===== src/rtl/vbs_pkg.sv =====
package vbs_pkg;

  localparam int REG_W = 8;

  typedef struct packed {
    logic [REG_W-1:0] blank_base;
    logic [REG_W-1:0] hs_end;
    logic             std625;
    logic             even;
  } vbs_cfg_t;

endpackage


===== src/rtl/vbs_rst_sync.sv =====
module vbs_rst_sync #(
  parameter int STAGES = 2
) (
  input  logic clk,
  input  logic rst_n,
  output logic rst_sync_n
);

  logic [STAGES-1:0] chain_q;

  always_ff @(posedge clk or negedge rst_n) begin
    if (!rst_n) begin
      chain_q <= '0;
    end else begin
      chain_q <= {chain_q[STAGES-2:0], 1'b1};
    end
  end

  assign rst_sync_n = chain_q[STAGES-1];

endmodule


===== src/rtl/vbs_field_shadow.sv =====
module vbs_field_shadow
  import vbs_pkg::*;
#(
  parameter logic [REG_W-1:0] BLANK_RST = 8'h12,
  parameter logic [REG_W-1:0] HS_RST    = 8'h00
) (
  input  logic             clk,
  input  logic             rst_n,
  input  logic             field_start,
  input  logic             field_even,
  input  logic             std_625,
  input  logic [REG_W-1:0] blank_end_reg,
  input  logic [REG_W-1:0] hsync_end_reg,
  output vbs_cfg_t         cfg
);

  vbs_cfg_t cfg_q;
  vbs_cfg_t cfg_d;
  logic     load_en;

  // sample the settings only at a field boundary
  assign load_en = field_start;

  always_comb begin
    cfg_d            = cfg_q;
    cfg_d.blank_base = blank_end_reg;
    cfg_d.hs_end     = hsync_end_reg;
    cfg_d.std625     = std_625;
    cfg_d.even       = field_even;
  end

  always_ff @(posedge clk or negedge rst_n) begin
    if (!rst_n) begin
      cfg_q.blank_base <= BLANK_RST;
      cfg_q.hs_end     <= HS_RST;
      cfg_q.std625     <= 1'b0;
      cfg_q.even       <= 1'b0;
    end else if (load_en) begin
      cfg_q <= cfg_d;
    end
  end

  assign cfg = cfg_q;

endmodule


===== src/rtl/vbs_hsync_gen.sv =====
module vbs_hsync_gen
  import vbs_pkg::*;
#(
  parameter int HCNT_W = 9
) (
  input  logic             clk,
  input  logic             rst_n,
  input  logic             line_start,
  input  logic [REG_W-1:0] hs_end,
  output logic             hsync
);

  localparam logic [HCNT_W-1:0] HCNT_MAX = {HCNT_W{1'b1}};

  logic [HCNT_W-1:0] hcnt_q, hcnt_d;
  logic [HCNT_W-1:0] end_cnt;
  logic              hcnt_en;
  logic              at_max;
  logic              hit_end;
  logic              hs_q, hs_d;

  // end count in double-rate cycles is the register value times two
  assign end_cnt = HCNT_W'({hs_end, 1'b0});
  assign at_max  = (hcnt_q == HCNT_MAX);
  assign hcnt_en = line_start || !at_max;
  assign hit_end = !at_max && ((hcnt_q + 1'b1) == end_cnt);

  always_comb begin
    hcnt_d = hcnt_q;
    if (line_start) begin
      hcnt_d = '0;
    end else if (!at_max) begin
      hcnt_d = hcnt_q + 1'b1;
    end
  end

  always_comb begin
    hs_d = hs_q;
    if (line_start) begin
      hs_d = (end_cnt != '0);
    end else if (hit_end) begin
      hs_d = 1'b0;
    end
  end

  always_ff @(posedge clk or negedge rst_n) begin
    if (!rst_n) begin
      hcnt_q <= '0;
    end else if (hcnt_en) begin
      hcnt_q <= hcnt_d;
    end
  end

  always_ff @(posedge clk or negedge rst_n) begin
    if (!rst_n) begin
      hs_q <= 1'b1;
    end else begin
      hs_q <= hs_d;
    end
  end

  assign hsync = hs_q;

endmodule


===== src/rtl/vbs_vblank_gen.sv =====
module vbs_vblank_gen
  import vbs_pkg::*;
#(
  parameter int LINE_W       = 10,
  parameter int ODD_OFS      = 5,
  parameter int EVEN_OFS_525 = 268,
  parameter int EVEN_OFS_625 = 318
) (
  input  logic     clk,
  input  logic     rst_n,
  input  logic     field_start,
  input  logic     line_start,
  input  vbs_cfg_t cfg,
  output logic     vblank
);

  localparam logic [LINE_W-1:0] LINE_MAX = {LINE_W{1'b1}};

  logic [LINE_W-1:0] line_q, line_d;
  logic [LINE_W-1:0] offset;
  logic [LINE_W-1:0] target;
  logic              line_en;
  logic              at_max;
  logic              hit_target;
  logic              vb_q, vb_d;

  always_comb begin
    if (!cfg.even) begin
      offset = LINE_W'(ODD_OFS);
    end else if (cfg.std625) begin
      offset = LINE_W'(EVEN_OFS_625);
    end else begin
      offset = LINE_W'(EVEN_OFS_525);
    end
  end

  assign target     = LINE_W'(cfg.blank_base) + offset;
  assign at_max     = (line_q == LINE_MAX);
  assign line_en    = field_start || (line_start && !at_max);
  assign hit_target = line_start && !at_max && ((line_q + 1'b1) == target);

  always_comb begin
    line_d = line_q;
    if (field_start) begin
      line_d = LINE_W'(1);
    end else if (line_start && !at_max) begin
      line_d = line_q + 1'b1;
    end
  end

  always_comb begin
    vb_d = vb_q;
    if (field_start) begin
      vb_d = 1'b1;
    end else if (hit_target) begin
      vb_d = 1'b0;
    end
  end

  always_ff @(posedge clk or negedge rst_n) begin
    if (!rst_n) begin
      line_q <= '0;
    end else if (line_en) begin
      line_q <= line_d;
    end
  end

  always_ff @(posedge clk or negedge rst_n) begin
    if (!rst_n) begin
      vb_q <= 1'b1;
    end else begin
      vb_q <= vb_d;
    end
  end

  assign vblank = vb_q;

endmodule


===== src/rtl/vid_blank_sync_timer.sv =====
module vid_blank_sync_timer
  import vbs_pkg::*;
#(
  parameter int RST_STAGES   = 2,
  parameter int HCNT_W       = 9,
  parameter int LINE_W       = 10,
  parameter int ODD_OFS      = 5,
  parameter int EVEN_OFS_525 = 268,
  parameter int EVEN_OFS_625 = 318
) (
  input  logic       clk,
  input  logic       rst_n,
  input  logic       field_start,
  input  logic       field_even,
  input  logic       line_start,
  input  logic       std_625,
  input  logic [7:0] blank_end_reg,
  input  logic [7:0] hsync_end_reg,
  output logic       vblank,
  output logic       hsync
);

  logic     rst_sync_n;
  vbs_cfg_t cfg;

  vbs_rst_sync #(
    .STAGES(RST_STAGES)
  ) u_rst_sync (
    .clk        (clk),
    .rst_n      (rst_n),
    .rst_sync_n (rst_sync_n)
  );

  vbs_field_shadow u_shadow (
    .clk           (clk),
    .rst_n         (rst_sync_n),
    .field_start   (field_start),
    .field_even    (field_even),
    .std_625       (std_625),
    .blank_end_reg (blank_end_reg),
    .hsync_end_reg (hsync_end_reg),
    .cfg           (cfg)
  );

  vbs_hsync_gen #(
    .HCNT_W(HCNT_W)
  ) u_hsync (
    .clk        (clk),
    .rst_n      (rst_sync_n),
    .line_start (line_start),
    .hs_end     (cfg.hs_end),
    .hsync      (hsync)
  );

  vbs_vblank_gen #(
    .LINE_W       (LINE_W),
    .ODD_OFS      (ODD_OFS),
    .EVEN_OFS_525 (EVEN_OFS_525),
    .EVEN_OFS_625 (EVEN_OFS_625)
  ) u_vblank (
    .clk         (clk),
    .rst_n       (rst_sync_n),
    .field_start (field_start),
    .line_start  (line_start),
    .cfg         (cfg),
    .vblank      (vblank)
  );

endmodule


===== config.mk =====
export PLATFORM = sky130hd
export DESIGN_NAME = vid_blank_sync_timer
export DESIGN_NICKNAME = d
export VERILOG_FILES = /design/src/rtl/vbs_pkg.sv /design/src/rtl/vbs_rst_sync.sv /design/src/rtl/vbs_field_shadow.sv /design/src/rtl/vbs_hsync_gen.sv /design/src/rtl/vbs_vblank_gen.sv /design/src/rtl/vid_blank_sync_timer.sv
export SDC_FILE = /design/constraint.sdc
export NUM_CORES = 1
export LEC_CHECK = 0
export ABC_CLOCK_PERIOD_IN_PS = 1300
export BUFFER_PORTS_ARGS = -buffer_cell sky130_fd_sc_hd__buf_2
export CORE_MARGIN = 2
export CORE_UTILIZATION = 45
export DETAILED_ROUTE_END_ITERATION = 6
export GPL_ROUTABILITY_DRIVEN = 0
export PLACE_DENSITY = 0.64
export SYNTH_ARGS = -nofsm -noshare
export SYNTH_HDL_FRONTEND = slang
export SYNTH_SLANG_ARGS = --single-unit

===== constraint.sdc =====
create_clock -name clk -period 1.3 [get_ports clk]
set_input_delay 0.13 -clock clk [delete_from_list [all_inputs] [get_ports clk]]
set_output_delay 0.13 -clock clk [all_outputs]
set_load 0.01 [all_outputs]

==> summary.txt, run 1 <==
Outcome
  • Status: finished with violations
  • Failing checks: negative setup slack

CTS
  • H-tree Lvls: 2
  • Clk sink count: 41
  • Worst-Skew Late Latency: 0.30 ns
  • CTS tree: built
  • Max Root-Sink Buffers: 2
  • Num CTS Buffers: 5
  • CTS root buf: clkbuf_8
  • Clock slew at reported path FFs: 0.08 ns

Worst setup path
  • CP Buf/Inv Count: 1
  • Arrival time at the worst endpoint: between 2 and 2.5 ns
  • CP Launch Type: register
  • CP peak stage delay: roughly 0.38 ns
  • CP top delay family: adder cells
  • Worst-path cell chain: inv_1 > ha_2 > fa_2 > xnor2_2 > xnor2_1 > nor4_2 > nand4_1 > nor4_2 > a31oi_1
  • Slowest CP cell: dfrtp_1
  • Critical path required time: 1.51 ns
  • Worst-path fanout max: 3
  • Endpoint type of the worst setup path: register
  • Critical Setup Path Class: reg2reg
  • Crit-path most repeated cell: nor4_2

Finish
  • Area Overhead vs Synth: 47.3%
  • Layout cells sized above 1: between 50% and 60%
  • Layout Cells excl Fill: just under 400
  • Most frequent cells in the layout: buf_4 (54), dfrtp_1 (37), xnor2_1 (26)
  • FILL cells: between 400 and 500
  • Diode count: 0
  • Most common cell after layout, fill and taps aside: buf_4
  • Final nets: 348

STA
  • Max Slew Vio Count: 0
  • Max Fclk: ~0.48 GHz
  • Final worst setup slack: -0.786 ns
  • Final hold vios: 0
  • Final setup violation count: 21
  • Clock Skew: about 0.009 ns
  • Minimum clock period: approximately 2.1 ns
  • RSZ-0062 raised after global routing: yes
  • Final Cycle Share: 160%
  • Final hold slack: slightly below 0.06 ns
  • Setup TNS: -9.85 ns

Power
  • Leakage dissipation: between 0.0015 and 0.002 uW
  • Max VDD drop: 0.839 mV
  • Pwr Density: 888 mW/mm^2

Detailed routing
  • First DRT Iteration DRCs: 82
  • Drt wl/cell: between 10 and 15 um
  • Vias/cell: 5.13
  • Post-DRT Antenna Nets: 0
  • First-pass detailed-route iteration total: 4
  • Routed vias: about 2000
  • Residual DRC: 0
  • Final WL: 5740 um

Logic synthesis
  • Mapped Cells: 228
  • Synth Register Bits: 41
  • Ys Warns: 0
  • Syn Nets: 257
  • Sequential element share of the synthesized area: approximately 43%
  • Area share of the largest cell type after synthesis: about two fifths
  • Cell Area, Synth: between 0.002 and 0.0025 sq mm
  • Top cell type by total area after synthesis: dfrtp_1
  • Syn avg cell area: 10.4 sq um
  • Yosys cell types: a little over 40
  • Top post-synthesis cells by area: dfrtp_1 (39%), xnor2_1 (11%), mux2_2 (8.0%)

Floorplan
  • Die Ht: 76.7 um
  • I/O pin count: 24
  • Starting Density: a little under half
  • Std cell rows: 26
  • Core area: about 0.0051 sq mm
  • Area of the die: a little under 0.006 sq mm
  • Die Width: about 77 um

Placement
  • Placed Cells: about 360
  • Dpl ws: -0.908 ns
  • Post-DP HPWL: slightly below 4000 um
  • Port Buf Inserts: 23

GRT
  • Global-route wire length before repair: ~10000 um
  • Initial antenna violation count: 0
  • Global Route Usage Sum: a little over a fifth
  • Vias in the first global route: approximately 2100
  • Grt total ovfl: 0
  • Largest net degree at the start of global routing: 31

Hold path
  • Worst hold path class: in2reg

Run
  • Max Cap Viol: 0
-- cell families after synthesis --
logic type / count (synthesis) / share of synthesized area (%)
mux: 21 / 9.73
flops: 41 / 43.3
compound gates: 27 / 7.15
other cells: 1 / 0.158
fa+ha+maj: 7 / 4.00
xor+xnor: 47 / 17.9
buf+inv: 9 / 1.42
simple gates: 75 / 16.3
-- power breakdown --
group,switching (uW),leakage [uW],internal (uW),total (uW)
Sequential,77.7,0.000510,1360,1440
Clock,442,0.0000422,377,820
Combinational,377,0.000963,474,851
-- Yosys cell counts (all sizes together) --
| library cell | instances |
|---|---|
| ha | 6 |
| a31oi | 2 |
| xnor2 | 31 |
| nand2b | 3 |
| a211oi | 1 |
| nor3b | 1 |
| or4 | 3 |
| a22o | 1 |
| xor2 | 15 |
| nor4 | 3 |
| nor2b | 7 |
| nor3 | 6 |
| dfstp | 4 |
| and4b | 1 |
| and2 | 1 |
| a21oi | 5 |
| and3 | 3 |
| nand3 | 6 |
| xnor3 | 1 |
| nor2 | 22 |
| mux2 | 17 |
| buf | 2 |
| nand4 | 3 |
| a211o | 1 |
| inv | 2 |
| a2111oi | 1 |
| dfrtp | 37 |
| fa | 1 |
| nand2 | 15 |
| conb | 1 |
| o21a | 1 |
| o221ai | 1 |
| a21bo | 1 |
| o21ai | 13 |
| clkbuf | 5 |
| or3 | 1 |
| mux2i | 4 |
-- metrics by stage --
step | cell area (sq um) | util [%] | total power [uW]
floorplan | 2570 | - | 1940
global placement | 3090 | 60.5 | 2170
detailed placement | 3090 | 60.5 | 2200
CTS | 3400 | 66.5 | 3090
global route | 3500 | 68.6 | 3270
finish | 3500 | 68.6 | 3110
-- metal layers --
layer / part of all wire [%] / wire [um] / global-route usage, % / vias up
met2: 48 / 2750 / 34.1 / 45
met1: 47 / 2700 / 29.6 / 985
li1: - / - / - / 964
met3: 3.7 / 215 / 4.47 / 8
met5: 0 / 0 / 0 / -
met4: 1.2 / 68 / 6.18 / 0
-- worst reg2reg max path: stages (launching register included) --
cell and delay [ns]:
dfrtp_1 0.38, inv_1 0.08, ha_2 0.20, fa_2 0.37, xnor2_2 0.15, xnor2_1 0.14, nor4_2 0.26, nand4_1 0.14
nor4_2 0.18, a31oi_1 0.12
-- state kept, by name, summed over array words and instances, names as in the netlist --
name and count:
u_shadow.cfg 18, u_vblank.line_q 10, u_rst_sync.chain_q 2, u_hsync.hcnt_q 9, u_vblank.vblank 1, u_hsync.hsync 1
-- cell type report --
class / count / area, sq um / share of cell area, %
Clock buffer: 7 / 76.3 / 2.18
Clock inverter: 1 / 5.00 / 0.143
Inverter: 2 / 7.51 / 0.214
Multi-Input combinational cell: 178 / 1620 / 46.2
Sequential cell: 41 / 1030 / 29.4
Tap cell: 70 / 87.6 / 2.50
Timing Repair Buffer: 91 / 677 / 19.3
-- path summary, 6_finish.rpt --
path	start	end	slack [ns]	cells past startpoint
worst min register to register	u_rst_sync.chain_q[1]	u_shadow.cfg[17]	0.18	1
worst max-delay path	u_shadow.cfg[0]	u_vblank.vblank	-0.79	9
max in group asynchronous	u_rst_sync.chain_q[1]	u_vblank.vblank	0.69	1
min in group asynchronous	rst_n	u_rst_sync.chain_q[0]	0.14	2
worst min-delay path	hsync_end_reg[4]	u_shadow.cfg[6]	0.06	2
worst max register to register	u_shadow.cfg[0]	u_vblank.vblank	-0.79	9
-- repair_timing --
action,in CTS,in global routing
pin swaps,23,14
hold buffers,1,0
setup endpoints to repair,21,21
buffers inserted,12,7
gates resized for setup,27,17
hold endpoints to repair,2,0
Note: power is estimated with default switching activity, not from simulation.
==> run 2, diff against run 1 <==
- CTS_BUF_LIST: default -> sky130_fd_sc_hd__clkbuf_4 sky130_fd_sc_hd__clkbuf_8
- REMOVE_ABC_BUFFERS: default -> 1
==> summary.txt, run 2 (synthesis results as in run 1) <==
STA
  • Max Fclk: between 0.4 and 0.5 GHz
  • Final worst setup slack: -0.798 ns
  • RSZ-0062 raised after global routing: yes
  • Final hold vios: 0
  • Clock Skew: just under 0.008 ns
  • Final setup violation count: 21
  • Minimum clock period: 2.10 ns
  • Max Slew Vio Count: 0
  • Final Cycle Share: 161%

Finish
  • FILL cells: roughly 380
  • Layout cells sized above 1: 50.3%
  • Final nets: ~350
  • Flip-flop count of the largest register after layout: 18
  • Area Overhead vs Synth: 46.3%
  • Most common cell after layout, fill and taps aside: buf_4
  • Diode count: 0
  • Layout Cells excl Fill: about 390
  • Most frequent cells in the layout: buf_4 (54), dfrtp_1 (37), xnor2_1 (27)
  • Finished Core Util: roughly 68%

Detailed routing
  • Drt wl/cell: 14.5 um
  • Residual DRC: 0
  • Vias/cell: slightly above 5
  • Routed vias: a little under 2000
  • Final WL: around 5600 um
  • First DRT Iteration DRCs: 76
  • Post-DRT Antenna Nets: 0
  • First-pass detailed-route iteration total: 4

Hold path
  • Worst hold path class: in2reg

CTS
  • Worst-Skew Late Latency: between 0.2 and 0.3 ns
  • Clock slew at reported path FFs: 0.08 ns
  • Max Root-Sink Buffers: 2
  • H-tree Lvls: 2
  • Num CTS Buffers: 5
  • CTS tree: built
  • Clk sink count: around 40
  • CTS root buf: clkbuf_8

Floorplan
  • Core area: approximately 0.0051 sq mm
  • Starting Density: 46.6%
  • Die Width: around 77 um
  • Std cell rows: 26
  • I/O pin count: 24
  • Die Ht: around 77 um
  • Area of the die: roughly 0.006 sq mm

Worst setup path
  • Worst-path fanout max: 3
  • Arrival time at the worst endpoint: approximately 2.3 ns
  • Endpoint type of the worst setup path: register
  • Critical path required time: roughly 1.5 ns
  • CP Launch Type: register
  • Critical Setup Path Class: reg2reg

Placement
  • Port Buf Inserts: 23
  • Post-DP HPWL: 3700 um
  • Placed Cells: between 300 and 400

Outcome
  • Failing checks: negative setup slack
  • Status: finished with violations

Run
  • Max Cap Viol: 0

Power
  • Total power draw: just over 3000 uW
  • Leakage dissipation: 0.00150 uW
  • Pwr Density: 893 mW/mm^2
  • Max VDD drop: between 0.6 and 0.7 mV

GRT
  • Initial antenna violation count: 0
  • Global-route wire length before repair: slightly below 9000 um
  • Vias in the first global route: roughly 1900
  • Global Route Usage Sum: between 10% and 20%
  • Grt total ovfl: 0
  • Largest net degree at the start of global routing: 28
run 2: cell count changes in the layout (fill, tap and decap cells not counted), sizes merged:
| cell | delta |
|---|---|
| buf | -2 |
| clkbuf | -1 |
| clkinv | +1 |
run 2: final timing paths:
check	start	to	slack, ns	cells after the start
max reg2reg	u_shadow.cfg[0]	u_vblank.vblank	-0.80	9
min	field_even	u_shadow.cfg[0]	0.06	3
max	u_shadow.cfg[0]	u_vblank.vblank	-0.80	9
min reg2reg	u_rst_sync.chain_q[1]	u_shadow.cfg[3]	0.20	1
max in group asynchronous	u_rst_sync.chain_q[1]	u_vblank.vblank	0.71	1
min in group asynchronous	rst_n	u_rst_sync.chain_q[0]	0.14	2
run 2: metrics by stage:
step           setup TNS (ns)  setup WS (ns)  hold WS (ns)  cell area (sq um)
2_1_floorplan          -10.35         -0.876        -0.166               2350
3_3_place_gp            -9.15         -0.831       -0.0838               2960
3_5_place_dp            -9.51         -0.911       -0.0830               2960
4_1_cts                 -7.33         -0.828        0.0504               3290
5_1_grt                 -9.52         -0.955        0.0585               3480
6_report                -7.69         -0.798        0.0617               3480
run 2: final cells by class:
| type | count | area (sq um) | area share [%] |
|---|---|---|---|
| multi-input combinational | 178 | 1600 | 45.9 |
| clock buffer | 6 | 76.3 | 2.19 |
| clock inverter | 2 | 10.0 | 0.288 |
| timing repair buffer | 89 | 672 | 19.3 |
| tap | 70 | 87.6 | 2.52 |
| inverter | 2 | 7.51 | 0.216 |
| sequential | 41 | 1030 | 29.6 |
run 2: per-layer routing:
layer  vias up  wire (um)  GRT usage (%)
met5         -          0              0
met4         0         49           4.91
met3         4        141           3.29
met2        26       2630           28.9
met1       964       2790           27.7
li1        964          -              -
run 2: report_power, final:
part           internal [uW]  switching, uW
Clock                    394            436
Combinational            469            365
Sequential              1360           81.8
Total                   2230            883
run 2: repair_timing:
item / in CTS / in global routing
setup buffers: 5 / 6
endpoints found under the hold margin: 2 / 0
resized for setup: 40 / 29
pin swaps: 24 / 19
endpoints found under the setup margin: 21 / 21
hold buffers: 1 / 0
run 2: worst max-delay path, cell delays in order (launching register included):
cell,delay (ns)
dfrtp_1,0.38
inv_1,0.07
ha_2,0.19
fa_2,0.36
xnor2_1,0.20
xnor2_1,0.10
nor4_1,0.29
nand4_1,0.17
nor4_2,0.15
a31oi_1,0.10
==> run 3, diff against run 2 <==
- BUFFER_PORTS_ARGS: -buffer_cell sky130_fd_sc_hd__buf_2 -> -buffer_cell sky130_fd_sc_hd__clkbuf_2
==> summary.txt, run 3 (synthesis results as in run 1) <==
STA
  • Final Cycle Share: 166%
  • RSZ-0062 raised after global routing: yes
  • Final worst setup slack: -0.860 ns
  • Minimum clock period: 2.16 ns
  • Clock Skew: slightly below 0.01 ns
  • Max Fclk: about 0.46 GHz
  • Max Slew Vio Count: 0
  • Final hold slack: around 0.057 ns
  • Final hold vios: 0
  • Final setup violation count: 21

GRT
  • Global-route wire length before repair: between 9000 and 10000 um
  • Global Route Usage Sum: between 20% and 30%
  • Grt total ovfl: 0
  • Initial antenna violation count: 0
  • Largest net degree at the start of global routing: 28
  • Vias in the first global route: a little over 2000

Floorplan
  • Starting Density: between 40% and 50%
  • Core area: a little over 0.005 sq mm
  • Area of the die: slightly below 0.006 sq mm
  • Die Width: 76.7 um
  • I/O pin count: 24
  • Die Ht: 76.7 um
  • Std cell rows: 26

Placement
  • Post-DP HPWL: 3870 um
  • Port Buf Inserts: 23
  • Dpl ws: -0.921 ns
  • Placed Cells: 366
  • Placement Cell Area: between 0.002 and 0.003 sq mm

Detailed routing
  • Residual DRC: 0
  • Drt wl/cell: ~15 um
  • Final WL: 5920 um
  • Vias/cell: ~5
  • Routed vias: 1995
  • First DRT Iteration DRCs: around 130
  • First-pass detailed-route iteration total: 4
  • Post-DRT Antenna Nets: 0

Outcome
  • Failing checks: negative setup slack
  • Status: finished with violations

CTS
  • Max Root-Sink Buffers: 2
  • Worst-Skew Late Latency: about 0.30 ns
  • Clock slew at reported path FFs: ~0.09 ns
  • CTS root buf: clkbuf_8
  • H-tree Lvls: 2
  • Clk sink count: 41
  • CTS tree: built
  • Num CTS Buffers: 5

Worst setup path
  • Worst reg-to-reg setup slack: -0.86 ns
  • CP Launch Type: register
  • Critical Setup Path Class: reg2reg
  • Worst-path fanout max: 3
  • Endpoint type of the worst setup path: register
  • Critical path required time: 1.51 ns
  • Arrival time at the worst endpoint: about 2.4 ns

Finish
  • Most frequent cells in the layout: buf_4 (51), dfrtp_1 (37), xnor2_1 (25)
  • Layout cells sized above 1: slightly above 50%
  • Most common cell after layout, fill and taps aside: buf_4
  • Diode count: 0
  • Final nets: 350
  • Fin area: between 0.003 and 0.004 sq mm
  • Layout Cells excl Fill: between 300 and 400
  • Finished Core Util: a little over two thirds
  • Area Overhead vs Synth: 51.1%
  • Flip-flop count of the largest register after layout: 18
  • FILL cells: 380

Power
  • Leakage dissipation: around 0.0016 uW
  • Max VDD drop: between 0.7 and 0.8 mV
  • Pwr Density: between 900 and 1000 mW/mm^2

Run
  • Max Cap Viol: 0

Hold path
  • Worst hold path class: in2reg
==> run 3: cell types whose count changed in the layout (fill, tap and decap cells not counted), sizes merged <==
cell and delta:
buf -19, bufinv +1, clkbuf +23, clkinv -1
==> run 3: final cells by class <==
cell class	count	area, sq um	area share [%]
Inverter	2	7.51	0.209
Sequential cell	41	1030	28.7
Tap cell	70	87.6	2.44
Timing Repair Buffer	93	739	20.6
Clock inverter	2	35.0	0.975
Clock buffer	6	76.3	2.12
Multi-Input combinational cell	178	1620	45.0
==> run 3: through the flow <==
step	TNS (ns)	total power (uW)
2_1_floorplan	-10.35	1880
3_3_place_gp	-9.10	2140
3_5_place_dp	-10.02	2160
4_1_cts	-7.38	3280
5_1_grt	-10.63	3490
6_report	-8.91	3320
==> run 3: final timing paths <==
| path | cells after the start | start | endpoint |
|---|---|---|---|
| max | 8 | u_shadow.cfg[0] | u_vblank.vblank |
| min | 2 | hsync_end_reg[1] | u_shadow.cfg[3] |
| max reg2reg | 8 | u_shadow.cfg[0] | u_vblank.vblank |
| min reg2reg | 1 | u_rst_sync.chain_q[1] | u_hsync.hcnt_q[2] |
| max in group asynchronous | 1 | u_rst_sync.chain_q[1] | u_hsync.hsync |
| min in group asynchronous | 2 | rst_n | u_rst_sync.chain_q[1] |
==> run 3: power by group <==
part | switching [uW] | total, uW | leakage [uW] | internal, uW
sequential | 85.4 | 1450 | 0.000510 | 1360
clock | 439 | 1030 | 0.0000586 | 591
combinational | 375 | 840 | 0.000993 | 465
total | 900 | 3320 | 0.00156 | 2420
==> run 3: repair_timing <==
action                                 4_1_cts  5_1_grt
cloned                                       1        0
endpoints found under the hold margin        2        0
pin swaps                                   28        9
setup endpoints to repair                   21       21
resized for setup                           54       27
buffers inserted                            10        9
hold buffers                                 1        0
==> run 3: critical path: stages, from the launching register on <==
cell and delay (ns):
dfrtp_1 0.42, and2_4 0.18, ha_1 0.27, a211o_1 0.29
a21oi_2 0.16, mux2i_1 0.25, xnor2_1 0.12, nor4_2 0.29
a31oi_1 0.11
==> run 3: layer usage <==
layer / share of wire, % / GRT usage, %
met3: 3.2 / 3.88
met2: 50 / 33.0
met4: 1.2 / 5.45
met1: 46 / 27.4
met5: 0 / 0
